[src/rtl/airq_pkg.sv]
package airq_pkg;
    typedef enum logic [1:0] {
        EG_IDLE   = 2'd0,
        EG_SET_HI = 2'd1,
        EG_SET_LO = 2'd2,
        EG_WAIT   = 2'd3
    } edge_st_t;

    localparam int unsigned W_RAW  = 0;
    localparam int unsigned W_MASK = 1;
    localparam int unsigned W_MSKD = 2;
    localparam int unsigned W_CLR  = 3;
endpackage

[src/rtl/airq_edge_fsm.sv]
module airq_edge_fsm
    import airq_pkg::*;
(
    input  logic clk,
    input  logic rst_n,
    input  logic in_i,
    input  logic clr_i,
    output logic flag_o
);
    edge_st_t st_q, st_d;

    always_ff @(posedge clk or negedge rst_n) begin
        if (!rst_n) st_q <= EG_IDLE;
        else        st_q <= st_d;
    end

    always_comb begin
        st_d = st_q;
        unique case (st_q)
            EG_IDLE:   if (in_i) st_d = EG_SET_HI;
            EG_SET_HI: begin
                if (clr_i)      st_d = in_i ? EG_WAIT : EG_IDLE;
                else if (!in_i) st_d = EG_SET_LO;
            end
            EG_SET_LO: begin
                if (in_i)       st_d = EG_SET_HI;
                else if (clr_i) st_d = EG_IDLE;
            end
            EG_WAIT:   if (!in_i) st_d = EG_IDLE;
            default:   st_d = EG_IDLE;
        endcase
    end

    always_comb begin
        unique case (st_q)
            EG_SET_HI, EG_SET_LO: flag_o = 1'b1;
            default:              flag_o = 1'b0;
        endcase
    end

    // a rise sets the flag even when a clear arrives with it
    assert_set_on_rise_R3: assert property (@(posedge clk) disable iff (!rst_n)
        $rose(in_i) |=> flag_o);
    assert_sticky_R4: assert property (@(posedge clk) disable iff (!rst_n)
        (flag_o && !clr_i) |=> flag_o);
    assert_clear_R5: assert property (@(posedge clk) disable iff (!rst_n)
        (clr_i && !in_i) |=> !flag_o);
    assert_no_reset_while_high_R6: assert property (@(posedge clk) disable iff (!rst_n)
        ($past(rst_n) && !flag_o && in_i && $past(in_i)) |=> !flag_o);
endmodule

[src/rtl/airq_regbank.sv]
module airq_regbank
    import airq_pkg::*;
#(
    parameter int unsigned DATA_W = 32,
    parameter int unsigned ADDR_W = 2,
    parameter int unsigned N_ERR  = 3,
    parameter int unsigned N_LVL  = 4,
    parameter logic [N_LVL-1:0] LVL_RST = 4'b1000,
    localparam int unsigned RAW_W = N_ERR + N_LVL
) (
    input  logic              clk,
    input  logic              rst_n,
    input  logic              bus_wr,
    input  logic [ADDR_W-1:0] bus_addr,
    input  logic [DATA_W-1:0] bus_wdata,
    input  logic [N_ERR-1:0]  err_flags,
    input  logic [N_LVL-1:0]  port_lvl,
    output logic [DATA_W-1:0] bus_rdata,
    output logic [N_ERR-1:0]  clr_vec,
    output logic              irq_o
);
    logic [N_LVL-1:0] lvl_q;
    logic [RAW_W-1:0] mask_q;
    logic [RAW_W-1:0] raw_w;
    logic [RAW_W-1:0] mskd_w;
    logic             wr_mask;
    logic             unused_wdata;

    assign unused_wdata = ^bus_wdata[DATA_W-1:RAW_W];
    assign wr_mask = bus_wr && (bus_addr == ADDR_W'(W_MASK));
    assign clr_vec = (bus_wr && (bus_addr == ADDR_W'(W_CLR))) ? bus_wdata[N_LVL +: N_ERR] : '0;

    always_ff @(posedge clk or negedge rst_n) begin
        if (!rst_n) begin
            lvl_q  <= LVL_RST;
            mask_q <= '0;
        end else begin
            lvl_q <= port_lvl;
            if (wr_mask) mask_q <= bus_wdata[RAW_W-1:0];
        end
    end

    assign raw_w  = {err_flags, lvl_q};
    assign mskd_w = raw_w & mask_q;
    assign irq_o  = |mskd_w;

    always_comb begin
        bus_rdata = '0;
        unique case (bus_addr)
            ADDR_W'(W_RAW):  bus_rdata[RAW_W-1:0] = raw_w;
            ADDR_W'(W_MASK): bus_rdata[RAW_W-1:0] = mask_q;
            ADDR_W'(W_MSKD): bus_rdata[RAW_W-1:0] = mskd_w;
            default:         bus_rdata = '0;
        endcase
    end

    assert_upper_zero_R2: assert property (@(posedge clk) disable iff (!rst_n)
        bus_rdata[DATA_W-1:RAW_W] == '0);
    assert_level_follow_R8: assert property (@(posedge clk) disable iff (!rst_n)
        ($past(rst_n) && bus_addr == ADDR_W'(W_RAW)) |-> bus_rdata[N_LVL-1:0] == $past(port_lvl));
    assert_mask_write_R9: assert property (@(posedge clk) disable iff (!rst_n)
        (bus_wr && bus_addr == ADDR_W'(W_MASK)) |=> mask_q == $past(bus_wdata[RAW_W-1:0]));
endmodule

[src/rtl/audio_irq_status.sv]
module audio_irq_status
    import airq_pkg::*;
#(
    parameter int unsigned DATA_W = 32,
    parameter int unsigned ADDR_W = 2,
    parameter int unsigned N_ERR  = 3,
    parameter int unsigned N_LVL  = 4
) (
    input  logic              clk,
    input  logic              rst_n,
    input  logic [N_ERR-1:0]  err_lvl,
    input  logic [N_LVL-1:0]  port_lvl,
    input  logic              bus_wr,
    input  logic [ADDR_W-1:0] bus_addr,
    input  logic [DATA_W-1:0] bus_wdata,
    output logic [DATA_W-1:0] bus_rdata,
    output logic              irq_o
);
    logic [N_ERR-1:0] flags;
    logic [N_ERR-1:0] clr_vec;

    for (genvar g = 0; g < N_ERR; g++) begin : g_err
        airq_edge_fsm u_edge (
            .clk    (clk),
            .rst_n  (rst_n),
            .in_i   (err_lvl[g]),
            .clr_i  (clr_vec[g]),
            .flag_o (flags[g])
        );
    end

    airq_regbank #(
        .DATA_W (DATA_W),
        .ADDR_W (ADDR_W),
        .N_ERR  (N_ERR),
        .N_LVL  (N_LVL)
    ) u_regs (
        .clk       (clk),
        .rst_n     (rst_n),
        .bus_wr    (bus_wr),
        .bus_addr  (bus_addr),
        .bus_wdata (bus_wdata),
        .err_flags (flags),
        .port_lvl  (port_lvl),
        .bus_rdata (bus_rdata),
        .clr_vec   (clr_vec),
        .irq_o     (irq_o)
    );

    assert_irq_matches_R10: assert property (@(posedge clk) disable iff (!rst_n)
        (bus_addr == ADDR_W'(W_MSKD)) |-> (irq_o == (bus_rdata != '0)));
endmodule

[config.mk]
export PLATFORM = sky130hd
export DESIGN_NAME = audio_irq_status
export DESIGN_NICKNAME = d
export VERILOG_FILES = /design/src/rtl/airq_pkg.sv /design/src/rtl/airq_edge_fsm.sv /design/src/rtl/airq_regbank.sv /design/src/rtl/audio_irq_status.sv
export SDC_FILE = /design/constraint.sdc
export NUM_CORES = 1
export LEC_CHECK = 0
export BUFFER_PORTS_ARGS = -buffer_cell sky130_fd_sc_hd__buf_4
export CORE_ASPECT_RATIO = 1.1
export CORE_MARGIN = 3
export CORE_UTILIZATION = 49
export CTS_BUF_LIST = sky130_fd_sc_hd__clkbuf_2 sky130_fd_sc_hd__clkbuf_4 sky130_fd_sc_hd__clkbuf_8
export DETAILED_ROUTE_END_ITERATION = 6
export GPL_TIMING_DRIVEN = 0
export PLACE_DENSITY = 0.88
export SETUP_SLACK_MARGIN = 0.02
export SYNTH_ARGS = -nofsm -noshare
export SYNTH_HDL_FRONTEND = slang
export SYNTH_SLANG_ARGS = --single-unit
[constraint.sdc]
create_clock -name clk -period 2.7 [get_ports clk]
set_input_delay 0.27 -clock clk [delete_from_list [all_inputs] [get_ports clk]]
set_output_delay 0.27 -clock clk [all_outputs]
set_load 0.02 [all_outputs]
==> results.sh, run 1 <==
export IMPL_status="finished clean"
export IMPL_maxSlewViolCount=0
export IMPL_final_common_cell="buf_4"
export IMPL_slew_limit_headroom_pct=67.6
export IMPL_clock_path_buffers=2
export IMPL_crit_path_start_kind="flop"
export IMPL_hold_viol_final=0
export IMPL_worst_pin_slew_ns=0.474
export IMPL_drive_gt1_share_pct=34.0
export IMPL_ys_types=32
export IMPL_crit_path_max_fanout=4
export IMPL_io_buffers=25
export IMPL_grt_util_all_layers_pct=16.1
export IMPL_diodes=0
export IMPL_crit_path_end_kind="output port"
export IMPL_synth_cells=143
export IMPL_synth_compound_area_share_pct=14.5
export IMPL_synthMuxAreaShare_pct=11.6
export IMPL_cts_max_level=1
export IMPL_rsz0062_at_grt="false"
export IMPL_ys_seq_area_share_pct=31.2
export IMPL_synth_fa_ha_area_share_pct=13.7
export IMPL_ys_ff_latch=17
export IMPL_skew_ns=0.000632
export IMPL_synth_top_family_by_area="buffers and inverters"
export IMPL_required_ns=2.43
export IMPL_path_class="flop to output port"
export IMPL_hp_class="input pin to flop"
export IMPL_worst_r2r_path_depth=5
export IMPL_grt_pass1_wl_mm=4.40
export IMPL_cts_sinks=17
export IMPL_synth_area_sq_mm=0.00137
export IMPL_die_x_um=56.4
export IMPL_fin_crit_sh_pct=71.0
export IMPL_cts_tree="yes"
export IMPL_syn_area_per_cell_sq_um=9.56
export IMPL_vias_per_cell=5.11
export IMPL_drt_iter0_drc=35
export IMPL_area_growth_syn_to_layout_pct=26.1
export IMPL_rows=19
export IMPL_whs_path_depth=1
export IMPL_powerDensity_mw_per_mm2=754
export IMPL_globalplace_congestion=0.736
export IMPL_dieArea_sq_mm=0.00346
export IMPL_initial_core_util_pct=52.8
export IMPL_cts_hold_buf=1
export IMPL_total_leakage_power_uw=0.000911
export IMPL_ir_worst_vdd_mv=0.669
export IMPL_root_buffer="clkbuf_4"
export IMPL_wl_per_cell_um=12.4
export IMPL_cts_buffers_inserted=3
export IMPL_fin_crit_ns=1.92
export IMPL_tns_ns=0
export IMPL_clock_latency_ns=0.29
export IMPL_ys_warn_count=0
export IMPL_dieHeight_um=61.4
export IMPL_grt_max_degree=18
export IMPL_vias=1164
export IMPL_cts_resized=0
export IMPL_core_area_sq_mm=0.00259
export IMPL_dp_hpwl_mm=2.30
export IMPL_first_global_vias=1057
export IMPL_drt_total_wl_mm=2.84
export IMPL_maxCapViolations=0
export IMPL_clk_pin_slew_ns=0.09
export IMPL_placed_area_sq_mm=0.00168
export IMPL_post_cts_setup_buffers=0
export IMPL_ios=77
export IMPL_design_area_sq_mm=0.00172
export IMPL_finalSetupViolations=0
export IMPL_dr_pass1_iters=4
export IMPL_antenna_found_initial=0
export IMPL_overflow=0
export IMPL_final_cell_mix="52 x buf_4, 25 x conb_1, 16 x dfrtp_1"
export IMPL_num_nets_final=257
export IMPL_synthXorXnorAreaFrac_pct=0
export IMPL_synthSimpleGateAreaFrac_pct=11.3
export IMPL_fmax_mhz=522
export IMPL_drcViolationCount=0
export IMPL_ant_nets=0
export IMPL_worst_ep_arrival_time_ns=1.65
## through the flow
| stage | util [%] | worst slack [ns] | total power, uW | std cells | hold WS (ns) |
|---|---|---|---|---|---|
| 3_5_place_dp | 65.0 | 1.11 | 1150 | 223 | 0.143 |
| 3_3_place_gp | 65.0 | 1.15 | 1080 | 223 | 0.141 |
| 5_1_grt | 66.5 | 0.683 | 1400 | 228 | 0.0648 |
| 4_1_cts | 66.5 | 0.785 | 1290 | 228 | 0.0720 |
| 2_1_floorplan | - | 1.24 | 938 | 167 | -0.0256 |
| 6_report | 66.5 | 0.783 | 1300 | 228 | 0.0779 |
## per-layer routing
layer	part of all wire, %	vias up	GRT usage (%)
met5	0	-	0
met2	50	68	32.6
met1	39	529	17.6
met4	0.74	0	5.08
li1	-	565	-
met3	9.4	2	2.31
## final timing paths
kind                                         start                 endpoint  slack [ns]
setup / recovery           g_err[2].u_edge.st_q[0]                    irq_o        0.78
hold / removal                         port_lvl[3]          u_regs.lvl_q[3]        0.08
max in group asynchronous                    rst_n          u_regs.lvl_q[3]        2.08
setup reg to reg           g_err[0].u_edge.st_q[0]  g_err[0].u_edge.st_q[0]        1.08
hold reg to reg                   u_regs.mask_q[0]         u_regs.mask_q[0]        0.54
min in group asynchronous                    rst_n  g_err[1].u_edge.st_q[0]        0.37
## layout make-up
cell class | instances | area [sq um]
fill | 199 | 867
tap | 31 | 38.8
clock buffer | 4 | 30.0
inverter | 8 | 30.0
timing repair buffer | 26 | 198
multi-input combinational | 114 | 793
buffer | 28 | 208
sequential | 17 | 427
## cell families after synthesis
| family | after synthesis |
|---|---|
| buffers and inverters | 36 |
| AOI/OAI and AO/OA | 30 |
| and+or+nand+nor | 29 |
| DFF | 17 |
| muxes | 15 |
| adders and majority gates | 15 |
| other | 1 |
## cells in the mapped netlist
library cell / count / share of area, %
nand3_1: 1 / 0.37
nand2_1: 12 / 3.3
o211ai_1: 2 / 1.1
mux2_2: 7 / 5.8
a31o_2: 1 / 0.64
o22ai_1: 6 / 2.7
a21oi_1: 6 / 2.2
nor3_1: 1 / 0.37
buf_4: 27 / 15
or4_1: 1 / 0.55
nand4_1: 3 / 1.4
inv_1: 8 / 2.2
o21ai_0: 6 / 2.2
and4_1: 1 / 0.64
ha_1: 15 / 14
o32ai_1: 1 / 0.64
dfrtp_1: 16 / 29
o2bb2ai_1: 1 / 0.64
conb_1: 1 / 0.27
a2111oi_0: 1 / 0.64
mux2i_1: 8 / 5.9
nor4_1: 1 / 0.46
a32o_1: 1 / 0.73
nand4_4: 1 / 1.6
dfstp_2: 1 / 1.9
nand2b_1: 3 / 1.4
buf_2: 1 / 0.37
a221oi_1: 1 / 0.64
a22oi_1: 2 / 1.1
a32oi_1: 1 / 0.64
a21o_1: 1 / 0.55
nor2_1: 5 / 1.4
## worst max-delay path, cell delays in order, from the launching register on
cell     delay, ns
dfrtp_1       0.39
inv_1         0.10
ha_1          0.32
nand2_1       0.07
and4_1        0.20
nand4_1       0.11
buf_4         0.17
## registers in the layout, summed over array words and instances, names as in the netlist
| register | cells |
|---|---|
| u_regs.mask_q | 7 |
| u_regs.lvl_q | 4 |
| g_err.u_edge.st_q | 6 |
## power by group
part | internal, uW | total [uW] | switching [uW] | leakage, uW
registers | 322 | 388 | 65.6 | 0.000202
logic | 341 | 768 | 426 | 0.000690
clock network | 67.5 | 146 | 78.0 | 0.0000184
total | 731 | 1300 | 570 | 0.000911
Power figures use the tool's default switching activity.
==> run 2, diff against run 1 <==
Settings changed: CORE_UTILIZATION 49 to 41, PLACE_DENSITY 0.88 to 0.78.
Clock period 2.7 ns to 1.75 ns, I/O delays scaled along.
==> run 2 against run 1 <==
Compared with the run above:
- flip-flop and latch count is the same
- global-route usage decreased by 2.2 points
- critical path depth down 1
- register-to-register slack got worse by 0.96 ns
- cell count rose by 7.5%
- clock power is 42% higher
- sequential power grew 48%
- hold slack improved by 0.0083 ns
- non-clock buffer count rose by 14
- setup slack got worse by 0.71 ns
- critical endpoint is now bus_rdata[4]
- largest cell class unchanged
- largest power group unchanged
==> results.sh, run 2 (synthesis gave the netlist of run 1 again) <==
export IMPL_grt_max_degree=18
export IMPL_dieHeight_um=66.6
export IMPL_overflow=0
export IMPL_globalplace_congestion=0.830
export IMPL_final_common_cell="buf_4"
export IMPL_finalSetupViolations=0
export IMPL_antenna_found_initial=0
export IMPL_vias=1174
export IMPL_worstReg2RegEnd="g_err[0].u_edge.st_q[0]"
export IMPL_cts_max_level=1
export IMPL_dieArea_sq_mm=0.00407
export IMPL_clk_pin_slew_ns=0.09
export IMPL_dp_cells=226
export IMPL_hp_class="input pin to flop"
export IMPL_grt_pass1_wl_mm=4.30
export IMPL_rsz0062_at_grt="false"
export IMPL_r2r_start="g_err[0].u_edge.st_q[0]"
export IMPL_largest_reg_flops=7
export IMPL_crit_path_max_fanout=5
export IMPL_r2r_slack_ns=0.12
export IMPL_placed_area_sq_mm=0.00169
export IMPL_clock_path_buffers=2
export IMPL_fin_crit_sh_pct=96.1
export IMPL_fin_crit_ns=1.68
export IMPL_total_leakage_power_uw=0.000976
export IMPL_diodes=0
export IMPL_required_ns=1.57
export IMPL_area_growth_syn_to_layout_pct=36.9
export IMPL_status="finished clean"
export IMPL_rows=21
export IMPL_io_buffers=25
export IMPL_powerDensity_mw_per_mm2=1170
export IMPL_regMostFlops="u_regs.mask_q"
export IMPL_nFillCells=260
export IMPL_root_buffer="clkbuf_4"
export IMPL_whs_ns=0.0862
export IMPL_worst_ep_arrival_time_ns=1.51
export IMPL_die_x_um=61.1
export IMPL_tns_ns=0
export IMPL_maxCapViolations=0
export IMPL_reg_top3="u_regs.mask_q x7, g_err.u_edge.st_q x6, u_regs.lvl_q x4"
export IMPL_crit_path_start_kind="flop"
export IMPL_fmax_mhz=595
export IMPL_min_from="err_lvl[1]"
export IMPL_cts_buffers_inserted=3
export IMPL_wl_per_cell_um=11.4
export IMPL_cts_sinks=17
export IMPL_ios=77
export IMPL_drt_iter0_drc=16
export IMPL_first_global_vias=1058
export IMPL_dp_hpwl_mm=2.02
export IMPL_worst_r2r_path_depth=6
export IMPL_core_area_sq_mm=0.00313
export IMPL_hold_viol_final=0
export IMPL_dr_pass1_iters=4
export IMPL_whs_path_depth=2
export IMPL_final_cell_mix="61 x buf_4, 25 x conb_1, 16 x dfrtp_1"
export IMPL_initial_core_util_pct=43.7
export IMPL_design_area_sq_mm=0.00187
export IMPL_hold_end="g_err[1].u_edge.st_q[0]"
export IMPL_ant_nets=0
export IMPL_path_class="flop to output port"
export IMPL_vias_per_cell=4.79
export IMPL_skew_ns=0.000373
export IMPL_drt_total_wl_mm=2.79
export IMPL_grt_util_all_layers_pct=13.9
export IMPL_ir_worst_vdd_mv=0.757
export IMPL_maxSlewViolCount=0
export IMPL_drive_gt1_share_pct=39.3
export IMPL_final_cells=245
export IMPL_crit_path_end_kind="output port"
export IMPL_drcViolationCount=0
export IMPL_num_nets_final=271
export IMPL_cts_tree="yes"
export IMPL_clock_latency_ns=0.29
run 2: changes by cell type in the layout (fill, tap and decap cells not counted), moves of 2 or more:
cell	change
buf_4	+9
dlygate4sd3_1	+4
ha_1	-2
ha_4	+2
inv_1	-3
inv_2	+3
run 2: routing by layer:
layer	track usage (%)	routed length, um	up-vias
li1	-	-	595
met2	25.9	1440	45
met5	0	0	-
met1	15.1	1140	530
met4	5.69	44	0
met3	2.13	164	4
run 2: worst max path at each step:
stage | from | to | slack, ns
floorplan | g_err[1].u_edge.st_q[1] | g_err[1].u_edge.st_q[0] | 0.32
global placement | g_err[1].u_edge.st_q[1] | g_err[1].u_edge.st_q[0] | 0.21
detailed placement | g_err[1].u_edge.st_q[1] | g_err[1].u_edge.st_q[0] | 0.19
CTS | g_err[0].u_edge.st_q[0] | bus_rdata[4] | 0.02
global route | g_err[0].u_edge.st_q[0] | bus_rdata[4] | 0.002
finish | g_err[0].u_edge.st_q[0] | bus_rdata[4] | 0.07
run 2: critical path, stage by stage, from the launching register on:
cell and delay, ns:
dfrtp_1 0.42, inv_2 0.10, ha_4 0.27, mux2i_1 0.06
o22ai_1 0.20, buf_4 0.17
run 2: where the power goes:
part           total [uW]  internal (uW)  switching, uW  leakage (uW)
clock                 208           85.0            123     0.0000177
combinational        1420            704            712      0.000756
sequential            576            497           79.0      0.000202
run 2: repair_timing:
action,CTS,global route
pin swaps,0,3
hold buffers,5,0
endpoints found under the setup margin,2,3
buffers inserted,3,7
hold endpoints to repair,21,0
gates cloned,0,0
gates resized for setup,3,4
run 2: final cells by class:
class | count | area [sq um] | share of cell area [%]
Multi-Input combinational cell | 114 | 821 | 43.9
Sequential cell | 17 | 427 | 22.8
Timing Repair Buffer | 40 | 317 | 16.9
Buffer | 28 | 208 | 11.1
Tap cell | 34 | 42.5 | 2.27
Inverter | 8 | 30.0 | 1.60
Clock buffer | 3 | 22.5 | 1.20
Clock inverter | 1 | 5.00 | 0.267
run 2: metrics by stage:
| step | worst slack [ns] | power (uW) | utilization (%) |
|---|---|---|---|
| after floorplan | 0.320 | 1450 | - |
| after global placement | 0.206 | 1700 | 54.0 |
| after detailed placement | 0.193 | 1730 | 54.0 |
| after CTS | 0.0216 | 2020 | 57.6 |
| after global routing | 0.00166 | 2400 | 59.9 |
| final | 0.0687 | 2200 | 59.9 |
